**src/rtl/svs_pkg.sv**
```systemverilog
package svs_pkg;

  typedef enum logic [1:0] {
    POL_LRU  = 2'd0,
    POL_FIFO = 2'd1,
    POL_RAND = 2'd2,
    POL_RSVD = 2'd3
  } policy_e;

  // Feedback masks for maximal-length shift generators, width 3..16
  function automatic logic [15:0] lfsr_taps(input int width);
    case (width)
      3:       lfsr_taps = 16'h0006;
      4:       lfsr_taps = 16'h000C;
      5:       lfsr_taps = 16'h0014;
      6:       lfsr_taps = 16'h0030;
      7:       lfsr_taps = 16'h0060;
      8:       lfsr_taps = 16'h00B8;
      9:       lfsr_taps = 16'h0110;
      10:      lfsr_taps = 16'h0240;
      11:      lfsr_taps = 16'h0500;
      12:      lfsr_taps = 16'h0829;
      13:      lfsr_taps = 16'h100D;
      14:      lfsr_taps = 16'h2015;
      15:      lfsr_taps = 16'h6000;
      default: lfsr_taps = 16'hD008;
    endcase
  endfunction

endpackage

```
**src/rtl/svs_order.sv**
```systemverilog
module svs_order #(
  parameter int WAYS = 4,
  parameter int IDXW = 2
) (
  input  logic                      clk,
  input  logic                      rst_n,
  input  logic                      upd_i,
  input  logic [IDXW-1:0]           way_i,
  output logic [WAYS-1:0][IDXW-1:0] rank_o,
  output logic [IDXW-1:0]           tail_o
);

  logic [WAYS-1:0][IDXW-1:0] rank_q, rank_d;
  logic [IDXW-1:0]           sel_rank;

  // Next state: the chosen way moves to rank 0, younger ones age by one
  always_comb begin
    rank_d   = rank_q;
    sel_rank = rank_q[way_i];
    if (upd_i) begin
      for (int w = 0; w < WAYS; w++) begin
        if (IDXW'(w) == way_i)
          rank_d[w] = '0;
        else if (rank_q[w] < sel_rank)
          rank_d[w] = rank_q[w] + 1'b1;
      end
    end
  end

  always_ff @(posedge clk or negedge rst_n) begin
    if (!rst_n) begin
      for (int w = 0; w < WAYS; w++) rank_q[w] <= IDXW'(w);
    end else if (upd_i) begin
      rank_q <= rank_d;
    end
  end

  always_comb begin
    tail_o = '0;
    for (int w = 0; w < WAYS; w++)
      if (rank_q[w] == IDXW'(WAYS - 1)) tail_o = IDXW'(w);
  end

  assign rank_o = rank_q;

  // Every rank position is held by exactly one way
  for (genvar r = 0; r < WAYS; r++) begin : g_perm
    logic [WAYS-1:0] holder;
    always_comb
      for (int w = 0; w < WAYS; w++) holder[w] = (rank_q[w] == IDXW'(r));

    rank_perm_chk: assert property (@(posedge clk) disable iff (!rst_n)
      $countones(holder) == 1);
  end


  order_hold_chk: assert property (@(posedge clk) disable iff (!rst_n)
    !upd_i |=> $stable(rank_q));

endmodule

```
**src/rtl/svs_lfsr.sv**
```systemverilog
module svs_lfsr #(
  parameter int W = 8
) (
  input  logic         clk,
  input  logic         rst_n,
  input  logic         step_i,
  output logic [W-1:0] state_o
);

  localparam logic [W-1:0] TAPS = W'(svs_pkg::lfsr_taps(W));

  logic [W-1:0] lfsr_q, lfsr_d;

  always_comb begin
    lfsr_d = lfsr_q;
    if (step_i) lfsr_d = {lfsr_q[W-2:0], ^(lfsr_q & TAPS)};
  end

  always_ff @(posedge clk or negedge rst_n) begin
    if (!rst_n)      lfsr_q <= W'(1);
    else if (step_i) lfsr_q <= lfsr_d;
  end

  assign state_o = lfsr_q;


  lfsr_nonzero_chk: assert property (@(posedge clk) disable iff (!rst_n)
    lfsr_q != '0);


  lfsr_hold_chk: assert property (@(posedge clk) disable iff (!rst_n)
    !step_i |=> $stable(lfsr_q));

endmodule

```
**src/rtl/set_victim_sel.sv**
```systemverilog
module set_victim_sel #(
  parameter int WAYS   = 4,
  parameter int LFSR_W = 8,
  localparam int IDXW  = (WAYS > 1) ? $clog2(WAYS) : 1
) (
  input  logic            clk,
  input  logic            rst_n,
  input  logic [1:0]      mode_i,
  input  logic            lookup_i,
  input  logic            hit_i,
  input  logic [IDXW-1:0] hit_way_i,
  input  logic            fill_i,
  output logic [IDXW-1:0] victim_o,
  output logic [WAYS-1:0] valid_o,
  output logic            full_o
);

  import svs_pkg::*;

  policy_e                   pol;
  logic                      lru_mode, hit_evt, lru_upd;
  logic [IDXW-1:0]           lru_way, lru_tail, fifo_tail, first_inv, rand_way;
  logic [WAYS-1:0][IDXW-1:0] lru_rank, fifo_rank;
  logic [LFSR_W-1:0]         lfsr;
  logic [WAYS-1:0]           valid_q, valid_d;

  assign pol      = policy_e'(mode_i);
  assign lru_mode = (pol == POL_LRU) || (pol == POL_RSVD);
  assign hit_evt  = lookup_i && hit_i && !fill_i;
  assign lru_upd  = fill_i || (hit_evt && lru_mode);
  assign lru_way  = fill_i ? victim_o : hit_way_i;

  svs_order #(.WAYS(WAYS), .IDXW(IDXW)) u_lru_order (
    .clk(clk), .rst_n(rst_n), .upd_i(lru_upd), .way_i(lru_way),
    .rank_o(lru_rank), .tail_o(lru_tail)
  );

  svs_order #(.WAYS(WAYS), .IDXW(IDXW)) u_fifo_order (
    .clk(clk), .rst_n(rst_n), .upd_i(fill_i), .way_i(victim_o),
    .rank_o(fifo_rank), .tail_o(fifo_tail)
  );

  svs_lfsr #(.W(LFSR_W)) u_lfsr (
    .clk(clk), .rst_n(rst_n), .step_i(fill_i), .state_o(lfsr)
  );

  assign rand_way = IDXW'(lfsr % LFSR_W'(WAYS));

  // Lowest-numbered empty way
  always_comb begin
    first_inv = '0;
    for (int w = WAYS - 1; w >= 0; w--)
      if (!valid_q[w]) first_inv = IDXW'(w);
  end

  always_comb begin
    if (!full_o) begin
      victim_o = first_inv;
    end else begin
      case (pol)
        POL_FIFO: victim_o = fifo_tail;
        POL_RAND: victim_o = rand_way;
        default:  victim_o = lru_tail;
      endcase
    end
  end

  always_comb begin
    valid_d = valid_q;
    if (fill_i) valid_d[victim_o] = 1'b1;
  end

  always_ff @(posedge clk or negedge rst_n) begin
    if (!rst_n)      valid_q <= '0;
    else if (fill_i) valid_q <= valid_d;
  end

  assign valid_o = valid_q;
  assign full_o  = &valid_q;

  // R3 (input assumption: hits only on resident ways, never with a fill)
  hit_on_valid_chk: assert property (@(posedge clk) disable iff (!rst_n)
    (lookup_i && hit_i) |-> (valid_o[hit_way_i] && !fill_i));


  free_way_pick_chk: assert property (@(posedge clk) disable iff (!rst_n)
    !full_o |-> !valid_o[victim_o]);


  fill_sets_valid_chk: assert property (@(posedge clk) disable iff (!rst_n)
    fill_i |=> valid_o[$past(victim_o)]);


  fifo_hit_hold_chk: assert property (@(posedge clk) disable iff (!rst_n)
    (hit_evt && pol == POL_FIFO) |=> ($stable(victim_o) || $changed(mode_i)));


  rand_hit_hold_chk: assert property (@(posedge clk) disable iff (!rst_n)
    (hit_evt && pol == POL_RAND) |=> ($stable(victim_o) || $changed(mode_i)));


  lru_hit_promote_chk: assert property (@(posedge clk) disable iff (!rst_n)
    (hit_evt && lru_mode && full_o) |=> (victim_o != $past(hit_way_i)) || $changed(mode_i));

endmodule

```
**config.mk**
```make
export PLATFORM = sky130hd
export DESIGN_NAME = set_victim_sel
export DESIGN_NICKNAME = d
export VERILOG_FILES = /design/src/rtl/svs_pkg.sv /design/src/rtl/svs_order.sv /design/src/rtl/svs_lfsr.sv /design/src/rtl/set_victim_sel.sv
export SDC_FILE = /design/constraint.sdc
export NUM_CORES = 1
export LEC_CHECK = 0
export BUFFER_PORTS_ARGS = -buffer_cell sky130_fd_sc_hd__buf_2
export CAP_MARGIN = 20
export CORE_AREA = 4 4 63 88
export DETAILED_ROUTE_END_ITERATION = 7
export DIE_AREA = 0 0 67 92
export PLACE_DENSITY_LB_ADDON = 0.2
export SLEW_MARGIN = 40
export SYNTH_ARGS = -nofsm -noshare
export SYNTH_HDL_FRONTEND = slang
export SYNTH_SLANG_ARGS = --single-unit
```
**constraint.sdc**
```tcl
create_clock -name clk -period 3.55 [get_ports clk]
set_clock_uncertainty 0.1 [all_clocks]
set_input_delay 0.355 -clock clk [delete_from_list [all_inputs] [get_ports clk]]
set_output_delay 0.355 -clock clk [all_outputs]
set_load 0.1 [all_outputs]
```
Yosys cells after proc, flatten, opt, wreduce, memory -nomap -nowiden --
Index checks and enable logic that the tools add are counted.
Word-level totals: memory bits (read-only) 0, memories kept 0, output and inout bits 7, input port bits 9, bits in registers 28, RAM bits 0, bits in latches 0
Cells by class: $lt $le $gt $ge 11, reductions and logical operators 28, muxes and demuxes 35, shift operators 0, equality and inequality tests 15, add/subtract/negate cells 8, divide/modulo/power cells 0, bitwise logic cells 1, multipliers 0
Operators by type and width (count):
- $mux W2 | 28
- $add A2 B1 Y2 const B | 8
- $eq A2 B2 Y1 const B | 8
- $lt A2 B2 Y1 | 8
- $reduce_and A2 Y1 | 8
- $reduce_bool A2 Y1 | 8
- $bmux W2 S2 | 2
- $eq A2 B2 Y1 const A | 4
- $reduce_xor A8 Y1 | 1
- $logic_not A2 Y1 | 3
- $lt A2 B3 Y1 const B | 2
- $eq A1 B2 Y1 const A | 2
- $logic_and A1 B1 Y1 | 4
- $or A4 B4 Y4 | 1
- $pmux W2 S2 | 1
- $reduce_and A4 Y1 | 1
- $mux W1 | 3
- $demux W1 S2 | 1
- $eq A2 B1 Y1 const B | 1
- $ge A2 B1 Y1 const B | 1
- $logic_or A1 B1 Y1 | 2
- $logic_not A1 Y1 | 1

Longest topological paths before layout --
depth after elaboration 12, depth in mapped cells 15, gate-level depth less buffers 15

By module --
Synthesis repeated with hierarchy kept, for this count alone.
Unflattened totals: cell total of the unflattened synthesis 225, area total of the unflattened synthesis 2245.9 µm²
By module, submodules not included:
- svs_order | area an instance 788.3 µm², seq. area each 205.2 µm², cells an instance 83, times used 2
- svs_lfsr | area an instance 372.9 µm², seq. area each 201.4 µm², cells an instance 28, times used 1
- set_victim_sel | area an instance 296.5 µm², seq. area each 100.1 µm², cells an instance 31, times used 1

Worst setup path after synthesis --
No wires, ideal clock.
kind reg-to-reg, from register valid_q[2] (netlist: valid_o[2]), to register u_fifo_order.rank_q, in the netlist u_fifo_order.rank_o[3], arrival time 5120 ps, cell stages (with the launch flop) 13, path buffers 1, path slack -1857 ps, path through dfrtp_1 > and4_1 > o21ai_0 > a21oi_1 > or2_2 > clkbuf_1 > o21ai_0 > ha_1 > nand2b_1 > or2_2 > o41ai_1 > mux2i_1 > a31oi_1
RTL lines:
- from (decl) | RTL line set_victim_sel.sv:25 | logic [WAYS-1:0] valid_q, valid_d;
- from (signal assigned) | RTL line set_victim_sel.sv:75 | else if (fill_i) valid_q <= valid_d;
- $reduce_and A4 Y1 (*) | RTL line set_victim_sel.sv:79 | assign full_o = &valid_q;
- via full_o | RTL line set_victim_sel.sv:15 | output logic full_o
- $mux W2 (*) | RTL line set_victim_sel.sv:57 | if (!full_o) begin
- via victim_o[0] | RTL line set_victim_sel.sv:13 | output logic [IDXW-1:0] victim_o,
- $bmux W2 S2 | RTL line svs_order.sv:19 | sel_rank = rank_q[way_i];
- $mux W2 (not written as such) | RTL line svs_order.sv:19
- $lt A2 B2 Y1 | RTL line svs_order.sv:24 | else if (rank_q[w] < sel_rank)
- $reduce_bool A2 Y1 (no line)
- $reduce_and A2 Y1 (no line)
- to (signal assigned) | RTL line svs_order.sv:34 | rank_q <= rank_d;
- to (decl) | RTL line svs_order.sv:13 | logic [WAYS-1:0][IDXW-1:0] rank_q, rank_d;
Mark *: on every way through the listed nets, which the timed path passes. The rest lies on a longest branch. The select of a mux whose other input is x is not followed. A chain may end at the register's enable or synchronous reset.

Final worst setup path --
from register u_lru_order.rank_q, in the netlist u_lru_order.rank_o[5], to register u_fifo_order.rank_q, in the netlist u_fifo_order.rank_o[3]
On the way: cells in the longest elaborated chain, start to end 10
RTL lines:
- from (decl) | RTL line svs_order.sv:13
- from (signal assigned) | RTL line svs_order.sv:34
- $eq A2 B2 Y1 (*) | RTL line svs_order.sv:41 | if (rank_q[w] == IDXW'(WAYS - 1)) tail_o = IDXW'(w);
- $mux W2 (*) (2 in a row) | RTL line svs_order.sv:41
- $pmux W2 S2 (*) | RTL line set_victim_sel.sv:60 | case (pol)
- $mux W2 (*) | RTL line set_victim_sel.sv:57
- $bmux W2 S2 | RTL line svs_order.sv:19
- $mux W2 (not written as such) | RTL line svs_order.sv:19
- $lt A2 B2 Y1 | RTL line svs_order.sv:24
- $reduce_bool A2 Y1 (no line)
- $reduce_and A2 Y1 (no line)
Mark *: on every way between the ends. The rest lies on a longest branch, timed or not. The select of a mux whose other input is x is not followed.

==> impl_metrics.tcl <==
set metrics [dict create \
    min_period_ns 3.20 \
    gp_congestion 0.833 \
    yosysTopAreaCell "dfrtp_1" \
    dr.first_iter.drc_count 135 \
    setup_tns_ns 0 \
    ir_drop_mv 0.343 \
    critPathLaunchType "flip-flop" \
    period_share_pct 90.1 \
    initial_utilization_pct 43.6 \
    async_flop_share_pct 100 \
    synthFlopType "dfrtp_1" \
    first_global_vias 1741 \
    synth_area_leaders "dfrtp_1, dfstp_2, ha_1" \
    synth_cells 231 \
    avgSynthCellArea_um2 9.00 \
    synth_edf_count 0 \
    synth_most_common_cell "dfrtp_1" \
    synth_seq_cells 28 \
    core_area_um2 4770 \
    clk_path_buf_depth 2 \
    hold_path.class "primary input to async pin" \
    h-tree-depth 1 \
    antenna_found_initial 0 \
    finalWirelength_um 5000 \
    yosys_warnings 0 \
    yosysTopAreaCellShare_pct 22.9 \
    fp-row-count 30 \
    synth-seq-area-share_pct 34.2 \
    die_area_um2 6160 \
    maxCapViolCount 0 \
    layout.nets 266 \
    report.final.slew_viol_count 0 \
    critPathArrivalTime_ns 3.26 \
    netlist_area_um2 2080 \
    design_area_um2 2300 \
    io_pins 16 \
    crit_path_end_kind "flip-flop" \
    antenna_left 0 \
    slowest_stage "dfstp_2" \
    rsz0062_at_grt "no" \
    grt_pass1_wl_um 8360 \
    firstDrtPassIters 5 \
    worstPathCellList "ha_1 > nor2b_1 > o21ai_0 > a21oi_1 > or2_2 > o21ai_1 > ha_1 > or2_2 > o41ai_1 > mux2i_1 > a31oi_1" \
    setup_viol_count_final 0 \
    cp_num_buf_inv 0 \
    worst_slew_pin_slew_ns 0.751 \
    max_slew_margin_pct 48.6 \
    crit_family "compound AO/OA/AOI/OAI gates" \
    required_ns 3.61 \
    chipWidth_um 67 \
    cts_tree "yes" \
    dp_hpwl_um 3730 \
    die-height_um 92 \
    dr_total_vias 1830 \
    clock_latency_ns 0.27 \
    grt_usage_pct 17.1 \
    clkSinkCount 28 \
    clk_pin_slew_ns 0.10 \
    path_class "flip-flop to flip-flop" \
    synth_common_cells "dfrtp_1, nand2_1, nor2_1" \
    drive_gt1_share_pct 21.3 \
    clock-root-buffer "clkbuf_8" \
    area_growth_pct 10.4 \
    antenna_cells 0 \
    p_leak_nw 0.965 \
    postCtsSetupBuffers 0 \
    power.density_nw_per_um2 920 \
    finalHoldViolations 0 \
    max_stage_delay_ns 0.64 \
    fillers 474 \
    portBuffers 15 \
    utilization_pct 48.2 \
    synth.distinct_cells 54 \
    viasPerCell 5.94 \
    synth_fp_nets 252 \
    fmax_mhz 313 \
    path_max_fanout 10 \
    cts_made_buffers 3 \
    place_ws_ns 0.117 \
    grt.overflow.total 0 \
    drc 0 \
    dpl_cell_area_um2 2230 \
    grt_max_degree 29 \
    worst_slack_ns 0.352 \
    status "completed" \
    wl_per_cell_um 16.2 \
]
## stage by stage
step	power, mW	cells	hold WS, ns
6_report	2.11	308	0.00399
5_1_grt	2.31	308	0.0405
4_1_cts	2.12	308	0.0237
3_5_place_dp	1.91	304	0.331
3_3_place_gp	1.90	304	0.323
2_1_floorplan	1.65	231	-0.0406
## repair_timing
action,in CTS,in global routing
gates resized for setup,0,1
endpoints found under the setup margin,0,2
hold buffers,0,0
## state kept, by name, summed over array words and instances (netlist names)
register	flops
u_fifo_order.rank_o	8
u_lfsr.state_o	8
u_lru_order.rank_o	8
valid_o	4
## layer usage
metal	up-vias	track usage [%]	wire [um]
li1	889	-	-
met1	892	21.6	2160
met5	-	0	0
met4	0	6.09	106
met3	8	1.59	162
met2	41	29.6	2570
## cell families after synthesis
logic type,count (synthesis),share of synthesized area [%]
AOI/OAI and AO/OA,80,27.5
xor gates and xnor gates,3,1.26
adders and majority gates,12,7.22
buffers and inverters,18,3.37
DFF,28,34.2
muxes,16,8.30
and+or+nand+nor,74,18.1
## cell type report
cell class                 count  area [um2]  area share [%]
multi-input combinational    185        1310            56.9
sequential                    28         727            31.7
timing repair buffer          17        90.1            3.92
tap                           64        80.1            3.49
clock buffer                   4        55.1            2.40
inverter                      10        37.5            1.63
## path summary, 6_finish.rpt
path                                  startpoint  cells past startpoint  slack [ns]                     end
min in group clk                          fill_i                      2        0.31  u_fifo_order.rank_o[3]
hold / removal                             rst_n                      1       0.004  u_fifo_order.rank_o[0]
max in group asynchronous                  rst_n                      1        2.85              valid_o[2]
setup reg to reg           u_lru_order.rank_o[5]                     11        0.35  u_fifo_order.rank_o[3]
setup / recovery           u_lru_order.rank_o[5]                     11        0.35  u_fifo_order.rank_o[3]
hold reg to reg                u_lfsr.state_o[6]                      1        0.41       u_lfsr.state_o[6]
## report_power, final
part	leakage, nW	internal (mW)	switching [mW]
clock	0.0288	0.0993	0.102
combinational	0.629	0.546	0.684
sequential	0.307	0.501	0.180
## layout by cell type, fill, tap and decap left out, drive strengths merged, types with 7 or more instances in the layout
cell type  count
nand2         18
ha            12
nand2b         7
nor2          15
inv           10
mux2          10
a21oi         12
dfrtp         19
o21ai         13
a21boi         8
dfstp          9
buf           17
Note: power is estimated with default switching activity, not from simulation.
